File: src/rtl/stk_pkg.sv
package stk_pkg;

  localparam int OPC_W = 4;

  localparam logic [OPC_W-1:0] OPC_PUSH  = 4'h1;
  localparam logic [OPC_W-1:0] OPC_PUSHI = 4'h2;
  localparam logic [OPC_W-1:0] OPC_POP   = 4'h3;
  localparam logic [OPC_W-1:0] OPC_ADD   = 4'h4;
  localparam logic [OPC_W-1:0] OPC_HALT  = 4'hF;

  typedef enum logic [1:0] {
    SH_HOLD,
    SH_PUSH,
    SH_POP,
    SH_SUM
  } shift_e;

  typedef enum logic [3:0] {
    ST_FETCH,
    ST_FREAD,
    ST_DECODE,
    ST_EXEC,
    ST_LOAD,
    ST_PUSH,
    ST_POP,
    ST_WRITE,
    ST_ADD,
    ST_SHIFT,
    ST_HALT
  } state_e;

endpackage

File: src/rtl/stk_rst_sync.sv
module stk_rst_sync (
  input  logic clk,
  input  logic rst_n_i,
  output logic rst_n_o
);

  logic [1:0] sync_q;

  always_ff @(posedge clk or negedge rst_n_i) begin
    if (!rst_n_i) begin
      sync_q <= 2'b00;
    end else begin
      sync_q <= {sync_q[0], 1'b1};
    end
  end

  assign rst_n_o = sync_q[1];

endmodule

File: src/rtl/stk_alu.sv
module stk_alu #(
  parameter int DATA_W = 16
) (
  input  logic [DATA_W-1:0] opa_i,
  input  logic [DATA_W-1:0] opb_i,
  output logic [DATA_W-1:0] sum_o
);

  assign sum_o = opa_i + opb_i;

endmodule

File: src/rtl/stk_file.sv
module stk_file
  import stk_pkg::*;
#(
  parameter int DATA_W = 16,
  parameter int DEPTH  = 4
) (
  input  logic                         clk,
  input  logic                         rst_n,
  input  shift_e                       op_i,
  input  logic [DATA_W-1:0]            push_data_i,
  input  logic [DATA_W-1:0]            sum_i,
  output logic [DEPTH-1:0][DATA_W-1:0] ent_o
);

  logic ent_en;
  assign ent_en = (op_i != SH_HOLD);

  for (genvar i = 0; i < DEPTH; i++) begin : g_ent
    logic [DATA_W-1:0] ent_q;
    logic [DATA_W-1:0] ent_d;
    logic [DATA_W-1:0] from_above;
    logic [DATA_W-1:0] from_below;

    if (i == 0) begin : g_top
      assign from_above = push_data_i;
    end else begin : g_mid
      assign from_above = ent_o[i-1];
    end

    if (i == DEPTH-1) begin : g_bot
      assign from_below = '0;
    end else begin : g_up
      assign from_below = ent_o[i+1];
    end

    always_comb begin
      case (op_i)
        SH_PUSH: ent_d = from_above;
        SH_POP:  ent_d = from_below;
        SH_SUM:  ent_d = (i == 1) ? sum_i : ent_q;
        default: ent_d = ent_q;
      endcase
    end

    always_ff @(posedge clk or negedge rst_n) begin
      if (!rst_n) begin
        ent_q <= '0;
      end else if (ent_en) begin
        ent_q <= ent_d;
      end
    end

    assign ent_o[i] = ent_q;
  end

endmodule

File: src/rtl/stk_ctrl.sv
module stk_ctrl
  import stk_pkg::*;
#(
  parameter int DATA_W = 16,
  localparam int ADDR_W = DATA_W - OPC_W
) (
  input  logic              clk,
  input  logic              rst_n,
  input  logic [DATA_W-1:0] mem_rdata_i,
  input  logic [DATA_W-1:0] top_i,
  output logic [ADDR_W-1:0] mem_addr_o,
  output logic              mem_we_o,
  output logic [DATA_W-1:0] mdr_o,
  output shift_e            sh_op_o,
  output logic              halted_o
);

  state_e            state_q, state_d;
  logic [ADDR_W-1:0] ip_q, ip_d;
  logic [ADDR_W-1:0] mar_q, mar_d;
  logic [DATA_W-1:0] mdr_q, mdr_d;
  logic [DATA_W-1:0] ir_q, ir_d;
  logic              ip_en, mar_en, mdr_en, ir_en;

  logic [OPC_W-1:0]  ir_opc;
  logic [ADDR_W-1:0] ir_fld;

  assign ir_opc = ir_q[DATA_W-1 -: OPC_W];
  assign ir_fld = ir_q[ADDR_W-1:0];

  always_comb begin
    state_d  = state_q;
    ip_d     = ip_q;
    mar_d    = mar_q;
    mdr_d    = mdr_q;
    ir_d     = ir_q;
    ip_en    = 1'b0;
    mar_en   = 1'b0;
    mdr_en   = 1'b0;
    ir_en    = 1'b0;
    sh_op_o  = SH_HOLD;
    mem_we_o = 1'b0;
    case (state_q)
      ST_FETCH: begin
        mar_d   = ip_q;
        mar_en  = 1'b1;
        state_d = ST_FREAD;
      end
      ST_FREAD: begin
        mdr_d   = mem_rdata_i;
        mdr_en  = 1'b1;
        ip_d    = ip_q + 1'b1;
        ip_en   = 1'b1;
        state_d = ST_DECODE;
      end
      ST_DECODE: begin
        ir_d    = mdr_q;
        ir_en   = 1'b1;
        state_d = ST_EXEC;
      end
      ST_EXEC: begin
        case (ir_opc)
          OPC_PUSH: begin
            mar_d   = ir_fld;
            mar_en  = 1'b1;
            state_d = ST_LOAD;
          end
          OPC_PUSHI: begin
            mdr_d   = {{OPC_W{1'b0}}, ir_fld};
            mdr_en  = 1'b1;
            state_d = ST_PUSH;
          end
          OPC_POP: begin
            mar_d   = ir_fld;
            mar_en  = 1'b1;
            state_d = ST_POP;
          end
          OPC_ADD:  state_d = ST_ADD;
          OPC_HALT: state_d = ST_HALT;
          default:  state_d = ST_FETCH;
        endcase
      end
      ST_LOAD: begin
        mdr_d   = mem_rdata_i;
        mdr_en  = 1'b1;
        state_d = ST_PUSH;
      end
      ST_PUSH: begin
        sh_op_o = SH_PUSH;
        state_d = ST_FETCH;
      end
      ST_POP: begin
        mdr_d   = top_i;
        mdr_en  = 1'b1;
        sh_op_o = SH_POP;
        state_d = ST_WRITE;
      end
      ST_WRITE: begin
        mem_we_o = 1'b1;
        state_d  = ST_FETCH;
      end
      ST_ADD: begin
        sh_op_o = SH_SUM;
        state_d = ST_SHIFT;
      end
      ST_SHIFT: begin
        sh_op_o = SH_POP;
        state_d = ST_FETCH;
      end
      ST_HALT:  state_d = ST_HALT;
      default:  state_d = ST_FETCH;
    endcase
  end

  always_ff @(posedge clk or negedge rst_n) begin
    if (!rst_n) begin
      state_q <= ST_FETCH;
      ip_q    <= '0;
      mar_q   <= '0;
      mdr_q   <= '0;
      ir_q    <= '0;
    end else begin
      state_q <= state_d;
      if (ip_en)  ip_q  <= ip_d;
      if (mar_en) mar_q <= mar_d;
      if (mdr_en) mdr_q <= mdr_d;
      if (ir_en)  ir_q  <= ir_d;
    end
  end

  assign mem_addr_o = mar_q;
  assign mdr_o      = mdr_q;
  assign halted_o   = (state_q == ST_HALT);

endmodule

File: src/rtl/stk_proc.sv
module stk_proc
  import stk_pkg::*;
#(
  parameter int DATA_W = 16,
  parameter int DEPTH  = 4,
  localparam int ADDR_W = DATA_W - OPC_W
) (
  input  logic                    clk,
  input  logic                    rst_n,
  output logic [ADDR_W-1:0]       mem_addr,
  input  logic [DATA_W-1:0]       mem_rdata,
  output logic                    mem_we,
  output logic [DATA_W-1:0]       mem_wdata,
  output logic [DEPTH*DATA_W-1:0] stack_flat,
  output logic                    halted
);

  logic                         core_rst_n;
  shift_e                       sh_op;
  logic [DATA_W-1:0]            mdr;
  logic [DATA_W-1:0]            sum;
  logic [DEPTH-1:0][DATA_W-1:0] ent;

  stk_rst_sync u_rst (
    .clk     (clk),
    .rst_n_i (rst_n),
    .rst_n_o (core_rst_n)
  );

  stk_ctrl #(.DATA_W(DATA_W)) u_ctrl (
    .clk         (clk),
    .rst_n       (core_rst_n),
    .mem_rdata_i (mem_rdata),
    .top_i       (ent[0]),
    .mem_addr_o  (mem_addr),
    .mem_we_o    (mem_we),
    .mdr_o       (mdr),
    .sh_op_o     (sh_op),
    .halted_o    (halted)
  );

  stk_alu #(.DATA_W(DATA_W)) u_alu (
    .opa_i (ent[0]),
    .opb_i (ent[1]),
    .sum_o (sum)
  );

  stk_file #(.DATA_W(DATA_W), .DEPTH(DEPTH)) u_file (
    .clk         (clk),
    .rst_n       (core_rst_n),
    .op_i        (sh_op),
    .push_data_i (mdr),
    .sum_i       (sum),
    .ent_o       (ent)
  );

  assign mem_wdata  = mdr;
  assign stack_flat = ent;

endmodule

File: config.mk
export PLATFORM = sky130hd
export DESIGN_NAME = stk_proc
export DESIGN_NICKNAME = d
export VERILOG_FILES = /design/src/rtl/stk_pkg.sv /design/src/rtl/stk_rst_sync.sv /design/src/rtl/stk_alu.sv /design/src/rtl/stk_file.sv /design/src/rtl/stk_ctrl.sv /design/src/rtl/stk_proc.sv
export SDC_FILE = /design/constraint.sdc
export NUM_CORES = 1
export LEC_CHECK = 0
export ABC_AREA = 0
export BUFFER_PORTS_ARGS = -buffer_cell sky130_fd_sc_hd__buf_4
export CAP_MARGIN = 20
export CORE_ASPECT_RATIO = 1.75
export CORE_MARGIN = 3
export CORE_UTILIZATION = 45
export CTS_BUF_LIST = sky130_fd_sc_hd__clkbuf_4
export DETAILED_ROUTE_END_ITERATION = 16
export PLACE_DENSITY_LB_ADDON = 0.3
export SLEW_MARGIN = 15
export SYNTH_ARGS = -nofsm -noshare
export SYNTH_HDL_FRONTEND = slang
export SYNTH_SLANG_ARGS = --single-unit
File: constraint.sdc
create_clock -name clk -period 3.9 [get_ports clk]
set_input_delay 0.78 -clock clk [delete_from_list [all_inputs] [get_ports clk]]
set_output_delay 0.78 -clock clk [all_outputs]
set_load 0.01 [all_outputs]
==> flow_summary_export.csv, run 1 <==
group,metric,value,unit
status,status,"complete, no violations",
sta,setup_tns,0,ps
synth,yosys_register_bits,126,
sta,setup_violations,0,
synth,synth_top_cell_by_area,"dfrtp_1",
sta,maxSlewHeadroom,0.444,
detailed_routing,wl_per_cell,17.4,um
detailed_routing,final_antenna_net_count,0,
power_and_ir_drop,p_leak,3.57,nW
floorplanning,die_h,165,um
synth,synth_edf_count,0,
final_layout,area_delta_synth_final,20.6,%
detailed_routing,first_pass_iters,5,
setup_path,cp_cell_sequence,"nand2b_1 > o22ai_2 > buf_4 > ha_2 > buf_4 > nand3_1 > a21oi_1 > a21oi_1 > o21ai_0",
detailed_routing,drc_errors,0,
synth,yosys_warnings,0,
sta,tightest_slew,835,ps
setup_path,start_kind,"flop",
synth,synth.top_cell.area_share,0.483,
detailed_routing,vias_per_cell,5.62,
floorplanning,die-area,0.0161,sq mm
placed_design,place_ws,1210,ps
final_layout,utilization,0.561,
run,max_cap_viol_count,0,
floorplanning,initial_core_util,0.465,
placed_design,place.gp.congestion,0.905,
synth,synth.area.top_cells,"dfrtp_1, mux2i_1, o21ai_0",
clock_network,numCtsBuffers,17,
min_path,min_path_type,"reg2reg",
global_routing,antenna_found_initial,1,
global_routing,grt_overflow,0,
floorplanning,core-area,0.0140,sq mm
power_and_ir_drop,power,7.34,mW
floorplanning,ios,112,
synth,synthesis.area,0.00653,sq mm
synth,synth_nets,701,
clock_network,cts_htree_levels,4,
clock_network,tritoncts,"built",
detailed_routing,wl,16800,um
synth,ys_types,57,
placed_design,hpwl,12600,um
clock_network,clock_sinks,126,
setup_path,critPathTopFamily,"buffers and inverters",
final_layout,layout.nets,810,
clock_network,cts.path.max_buffers,2,
global_routing,first_global_vias,5563,
global_routing,grt_max_degree,67,
clock_network,clk-insertion-delay-late,550,ps
synth,async_flop_share,1.00,
sta,rsz0062_at_grt,"false",
power_and_ir_drop,worst_ir_drop_vdd,0.000314,V
setup_path,slowest_delay,630,ps
synth,synth_top_flop_cell,"dfrtp_1",
floorplanning,rows,57,
synth,avgSynthCellArea,9.85,sq um
setup_path,slowest_stage,"dfrtp_1",
global_routing,grt_first_pass_wirelength,27900,um
clock_network,clk_pin_slew,130,ps
sta,final.setup_skew,18.3,ps
floorplanning,die_w,97.1,um
sta,timing.fmax,360,MHz
global_routing,grt_usage,0.216,
setup_path,cp_num_buf_inv,2,
setup_path,cp.arrival,3240,ps
synth,netlist_instances,663,
placed_design,port_buffers,111,
setup_path,required,4360,ps
sta,worst_slack,1120,ps
final_layout,drive_gt1_frac,0.245,
sta,maxSlewViolCount,0,
sta,hold_viol_final,0,
detailed_routing,vias,5409,
sta,period_share,0.713,
synth,ys_seq_area_frac,0.483,
setup_path,worst-setup-path-type,"reg2reg",
clock_network,post_cts_resized,0,
detailed_routing,drt-initial-drc-count,305,
sta,min_period,2780,ps
power_and_ir_drop,power_density,932,mW/mm^2
setup_path,endpoint_kind,"flop",
setup_path,crit_fanout,27,
clock_network,cts-root-buf,"clkbuf_4",
[power by group]
part	leakage, nW	total (mW)	switching (mW)	internal, mW
clock network	0.146	0.925	0.537	0.388
logic	1.85	3.82	2.04	1.78
registers	1.57	2.60	0.745	1.85
[cell usage after synthesis (10+ instances only)]
| cell type | n |
|---|---|
| dfrtp_1 | 126 |
| nand2_1 | 92 |
| o21ai_0 | 84 |
| mux2i_1 | 44 |
| nor2_1 | 37 |
| clkbuf_1 | 28 |
| a21oi_1 | 27 |
| nand2b_1 | 22 |
| ha_1 | 19 |
| mux2_2 | 17 |
| nand3_1 | 16 |
| a31oi_1 | 14 |
| xnor2_1 | 14 |
| a22oi_1 | 12 |
| xor2_1 | 11 |
| inv_1 | 10 |
[logic make-up (layout without fill, tap and decap cells)]
family / count (synthesis) / count (layout) / share of synthesized area
adders and majority gates: 20 / 20 / 0.0395
xor gates and xnor gates: 25 / 25 / 0.0335
other: 1 / 2 / 0.000574
buffers and inverters: 49 / 171 / 0.0306
DFF: 126 / 126 / 0.483
AOI/OAI and AO/OA: 178 / 178 / 0.169
and+or+nand+nor: 203 / 203 / 0.148
muxes: 61 / 61 / 0.0967
[worst paths after layout]
path                                   start                        endpoint  slack [ps]  cells past startpoint
min reg2reg                  u_rst.sync_q[0]                 u_rst.sync_q[1]         370                      0
max reg2reg                u_ctrl.state_q[3]  u_file.g_ent[0].from_below[13]        1120                      9
min in group asynchronous    u_rst.sync_q[1]            u_ctrl.mem_addr_o[1]         440                      0
min                          u_rst.sync_q[0]                 u_rst.sync_q[1]         370                      0
max                        u_ctrl.state_q[3]  u_file.g_ent[0].from_below[13]        1120                      9
max in group asynchronous    u_rst.sync_q[1]   u_file.g_ent[0].from_below[7]        2500                      1
[placed cells by master, fill, tap and decap left out, types with 6 or more instances in the layout]
cell      instances
xor2_1           11
o21ai_0          84
xnor2_1          14
nand2b_1         22
a221o_1           6
nand2_1          92
mux2i_1          44
a21oi_1          27
nand3_1          16
ha_1             18
nor2_1           37
a22oi_1          12
a31oi_1          14
mux2_2           17
buf_4           125
clkbuf_4         17
inv_1            10
dfrtp_1         125
[registers in the layout, indices dropped and copies added, names as in the netlist]
signal and flops:
u_file.g_ent.from_below 48, u_rst.sync_q 2, u_ctrl.state_q 4, u_ctrl.ip_q 12
u_ctrl.ir_q 16, u_file.g_ent.ent_q 16, u_ctrl.mdr_o 16, u_ctrl.mem_addr_o 12
[through the flow]
stage / hold WS (ps) / cells / area, sq um
finish: 370 / 963 / 7880
global route: 384 / 963 / 7880
CTS: 373 / 962 / 7880
detailed placement: 342 / 929 / 7580
global placement: 338 / 929 / 7580
floorplan: 331 / 663 / 6530
[metal layers]
metal / global-route usage / wire, um / vias up
met4: 0.0895 / 440 / 0
met1: 0.241 / 6500 / 2608
met2: 0.401 / 9140 / 161
met3: 0.0412 / 698 / 42
met5: 0 / 0 / -
li1: - / - / 2598
[layout make-up]
| class | instances | area, sq um |
|---|---|---|
| antenna | 1 | 2.50 |
| fill | 1251 | 6170 |
| sequential | 126 | 3160 |
| tap | 177 | 221 |
| inverter | 11 | 41.3 |
| timing repair buffer | 128 | 988 |
| multi-input combinational | 488 | 3180 |
| clock inverter | 15 | 161 |
| clock buffer | 17 | 128 |
[worst reg2reg max path: stages (launching register included)]
cell	delay [ps]
dfrtp_1	630
nand2b_1	170
o22ai_2	160
buf_4	290
ha_2	620
buf_4	380
nand3_1	120
a21oi_1	190
a21oi_1	60
o21ai_0	80
[timing repair]
item                                   in CTS  in global routing
hold buffers                                1                  0
buffers inserted                            0                  0
endpoints found under the hold margin       2                  0
Power figures use the tool's default switching activity.
==> run 2, diff against run 1 <==
- clock period: 3.9 -> 2.6 ns (I/O delays scaled with it)
==> flow_summary_export.csv, run 2 (same netlist as run 1, synthesis figures left out) <==
group,metric,value,unit
clock_network,clock_sinks,126,
setup_path,slowest_delay,410,ps
final_layout,fillers,1221,
min_path,whs_path_depth,3,
setup_path,rr_endpoint,"u_file.g_ent[0].from_below[15]",
global_routing,grt_overflow,0,
sta,timing.fmax,401,MHz
detailed_routing,final_antenna_net_count,0,
power_and_ir_drop,power_density,1410,mW/mm^2
power_and_ir_drop,p_leak,3.68,nW
final_layout,seq_area,0.00316,sq mm
detailed_routing,vias,5485,
final_layout,layout.nets,825,
global_routing,grt_max_degree,97,
sta,setup_tns,0,ps
placed_design,place.gp.congestion,0.992,
clock_network,cts_htree_levels,4,
clock_network,numCtsBuffers,17,
detailed_routing,drt-initial-drc-count,249,
final_layout,layout_common_cells,"buf_4, dfrtp_1, nand2_1",
global_routing,grt_first_pass_wirelength,29100,um
global_routing,first_global_vias,5621,
floorplanning,rows,57,
placed_design,hpwl,13200,um
setup_path,required,3010,ps
run,max_cap_viol_count,0,
sta,maxSlewViolCount,0,
floorplanning,ios,112,
placed_design,dpl_cell_area,0.00770,sq mm
setup_path,cp_num_buf_inv,0,
sta,rsz0062_at_grt,"false",
clock_network,cts-root-buf,"clkbuf_4",
global_routing,antenna_found_initial,1,
sta,tightest_slew,732,ps
setup_path,cp_cell_sequence,"ha_1 > a21oi_4 > o211ai_2 > nor3b_1 > a211o_1 > a211oi_2 > a21oi_1 > or3_1",
clock_network,tritoncts,"built",
global_routing,grt_usage,0.226,
power_and_ir_drop,worst_ir_drop_vdd,0.000568,V
setup_path,critPathTopFamily,"compound AO/OA/AOI/OAI gates",
final_layout,utilization,0.574,
final_layout,fin_area,0.00807,sq mm
final_layout,layout_commonest_cell,"buf_4",
sta,period_share,0.960,
setup_path,crit_fanout,5,
detailed_routing,vias_per_cell,5.61,
setup_path,regToRegSetupSlack,110,ps
setup_path,timing.rr.start,"u_file.g_ent[0].ent_q[4]",
sta,maxSlewHeadroom,0.511,
detailed_routing,first_pass_iters,7,
placed_design,port_buffers,111,
final_layout,drive_gt1_frac,0.261,
setup_path,endpoint_kind,"flop",
detailed_routing,wl_per_cell,18.0,um
floorplanning,die_w,97.1,um
final_layout,area_delta_synth_final,23.5,%
setup_path,slowest_stage,"ha_1",
setup_path,cp.arrival,2900,ps
clock_network,clk-insertion-delay-late,540,ps
min_path,hp-start,"mem_rdata[14]",
setup_path,worst-setup-path-type,"reg2reg",
final_layout,largest_reg_flops,48,
detailed_routing,drc_errors,0,
clock_network,cts.path.max_buffers,2,
min_path,min_path_type,"in2reg",
floorplanning,die_h,165,um
sta,final.setup_skew,20.4,ps
detailed_routing,wl,17600,um
status,status,"complete, no violations",
floorplanning,die-area,0.0161,sq mm
floorplanning,core-area,0.0140,sq mm
sta,hold_viol_final,0,
sta,setup_violations,0,
clock_network,clk_pin_slew,130,ps
setup_path,start_kind,"flop",
min_path,min_to,"u_ctrl.mdr_o[14]",
floorplanning,initial_core_util,0.465,
final_layout,multi_input_area,0.00319,sq mm
sta,min_period,2490,ps
setup_path,r2r_cells,8,
-- run 2: report_power, final --
part / total [mW] / internal (mW) / switching, mW
clock: 1.60 / 0.795 / 0.801
sequential: 3.78 / 2.78 / 0.992
combinational: 6.04 / 2.77 / 3.26
total: 11.4 / 6.35 / 5.06
-- run 2: repair_timing --
item                                    4_1_cts  5_1_grt
buffers inserted                              0        1
hold buffers                                  1        0
endpoints found under the setup margin        0        3
gates resized for setup                       0        2
endpoints found under the hold margin         2        0
-- run 2: layout make-up --
class	instances	area share
clock buffer	18	0.0168
multi-input combinational	488	0.396
sequential	126	0.391
antenna	1	0.000310
tap	177	0.0275
clock inverter	14	0.0253
timing repair buffer	143	0.138
inverter	11	0.00512
-- run 2: routing by layer --
metal / vias up / track usage / share of wire
li1: 2618 / - / -
met1: 2662 / 0.258 / 0.39
met2: 155 / 0.411 / 0.53
met3: 50 / 0.0361 / 0.037
met4: 0 / 0.107 / 0.039
met5: - / 0 / 0
-- run 2: how the worst max path moves through the flow --
stage / slack (ps) / startpoint / cells after the start / to
after global placement: 240 / u_file.g_ent[0].from_below[0] / 10 / u_file.g_ent[0].from_below[14]
after CTS: 130 / u_file.g_ent[0].ent_q[8] / 8 / u_file.g_ent[0].from_below[15]
after detailed placement: 160 / u_file.g_ent[0].from_below[0] / 10 / u_file.g_ent[0].from_below[14]
final: 110 / u_file.g_ent[0].ent_q[4] / 8 / u_file.g_ent[0].from_below[15]
after floorplan: 2 / u_ctrl.state_q[0] / 9 / u_file.g_ent[0].ent_q[10]
after global routing: 5 / u_file.g_ent[0].from_below[0] / 10 / u_file.g_ent[0].from_below[10]
-- run 2: tightest hold or removal path, delay by kind of cell --
family,cells,cell delay (ps)
buffers and inverters,2,130
AOI/OAI and AO/OA,1,70
-- run 2: through the flow --
stage / hold WS [ps] / worst slack [ps] / power [mW] / instances
global route: 176 / 4.77 / 12.3 / 978
CTS: 165 / 127 / 11.5 / 976
finish: 209 / 105 / 11.4 / 978
detailed placement: 304 / 162 / 9.82 / 943
floorplan: 224 / 2.28 / 7.47 / 663
global placement: 305 / 240 / 9.60 / 943
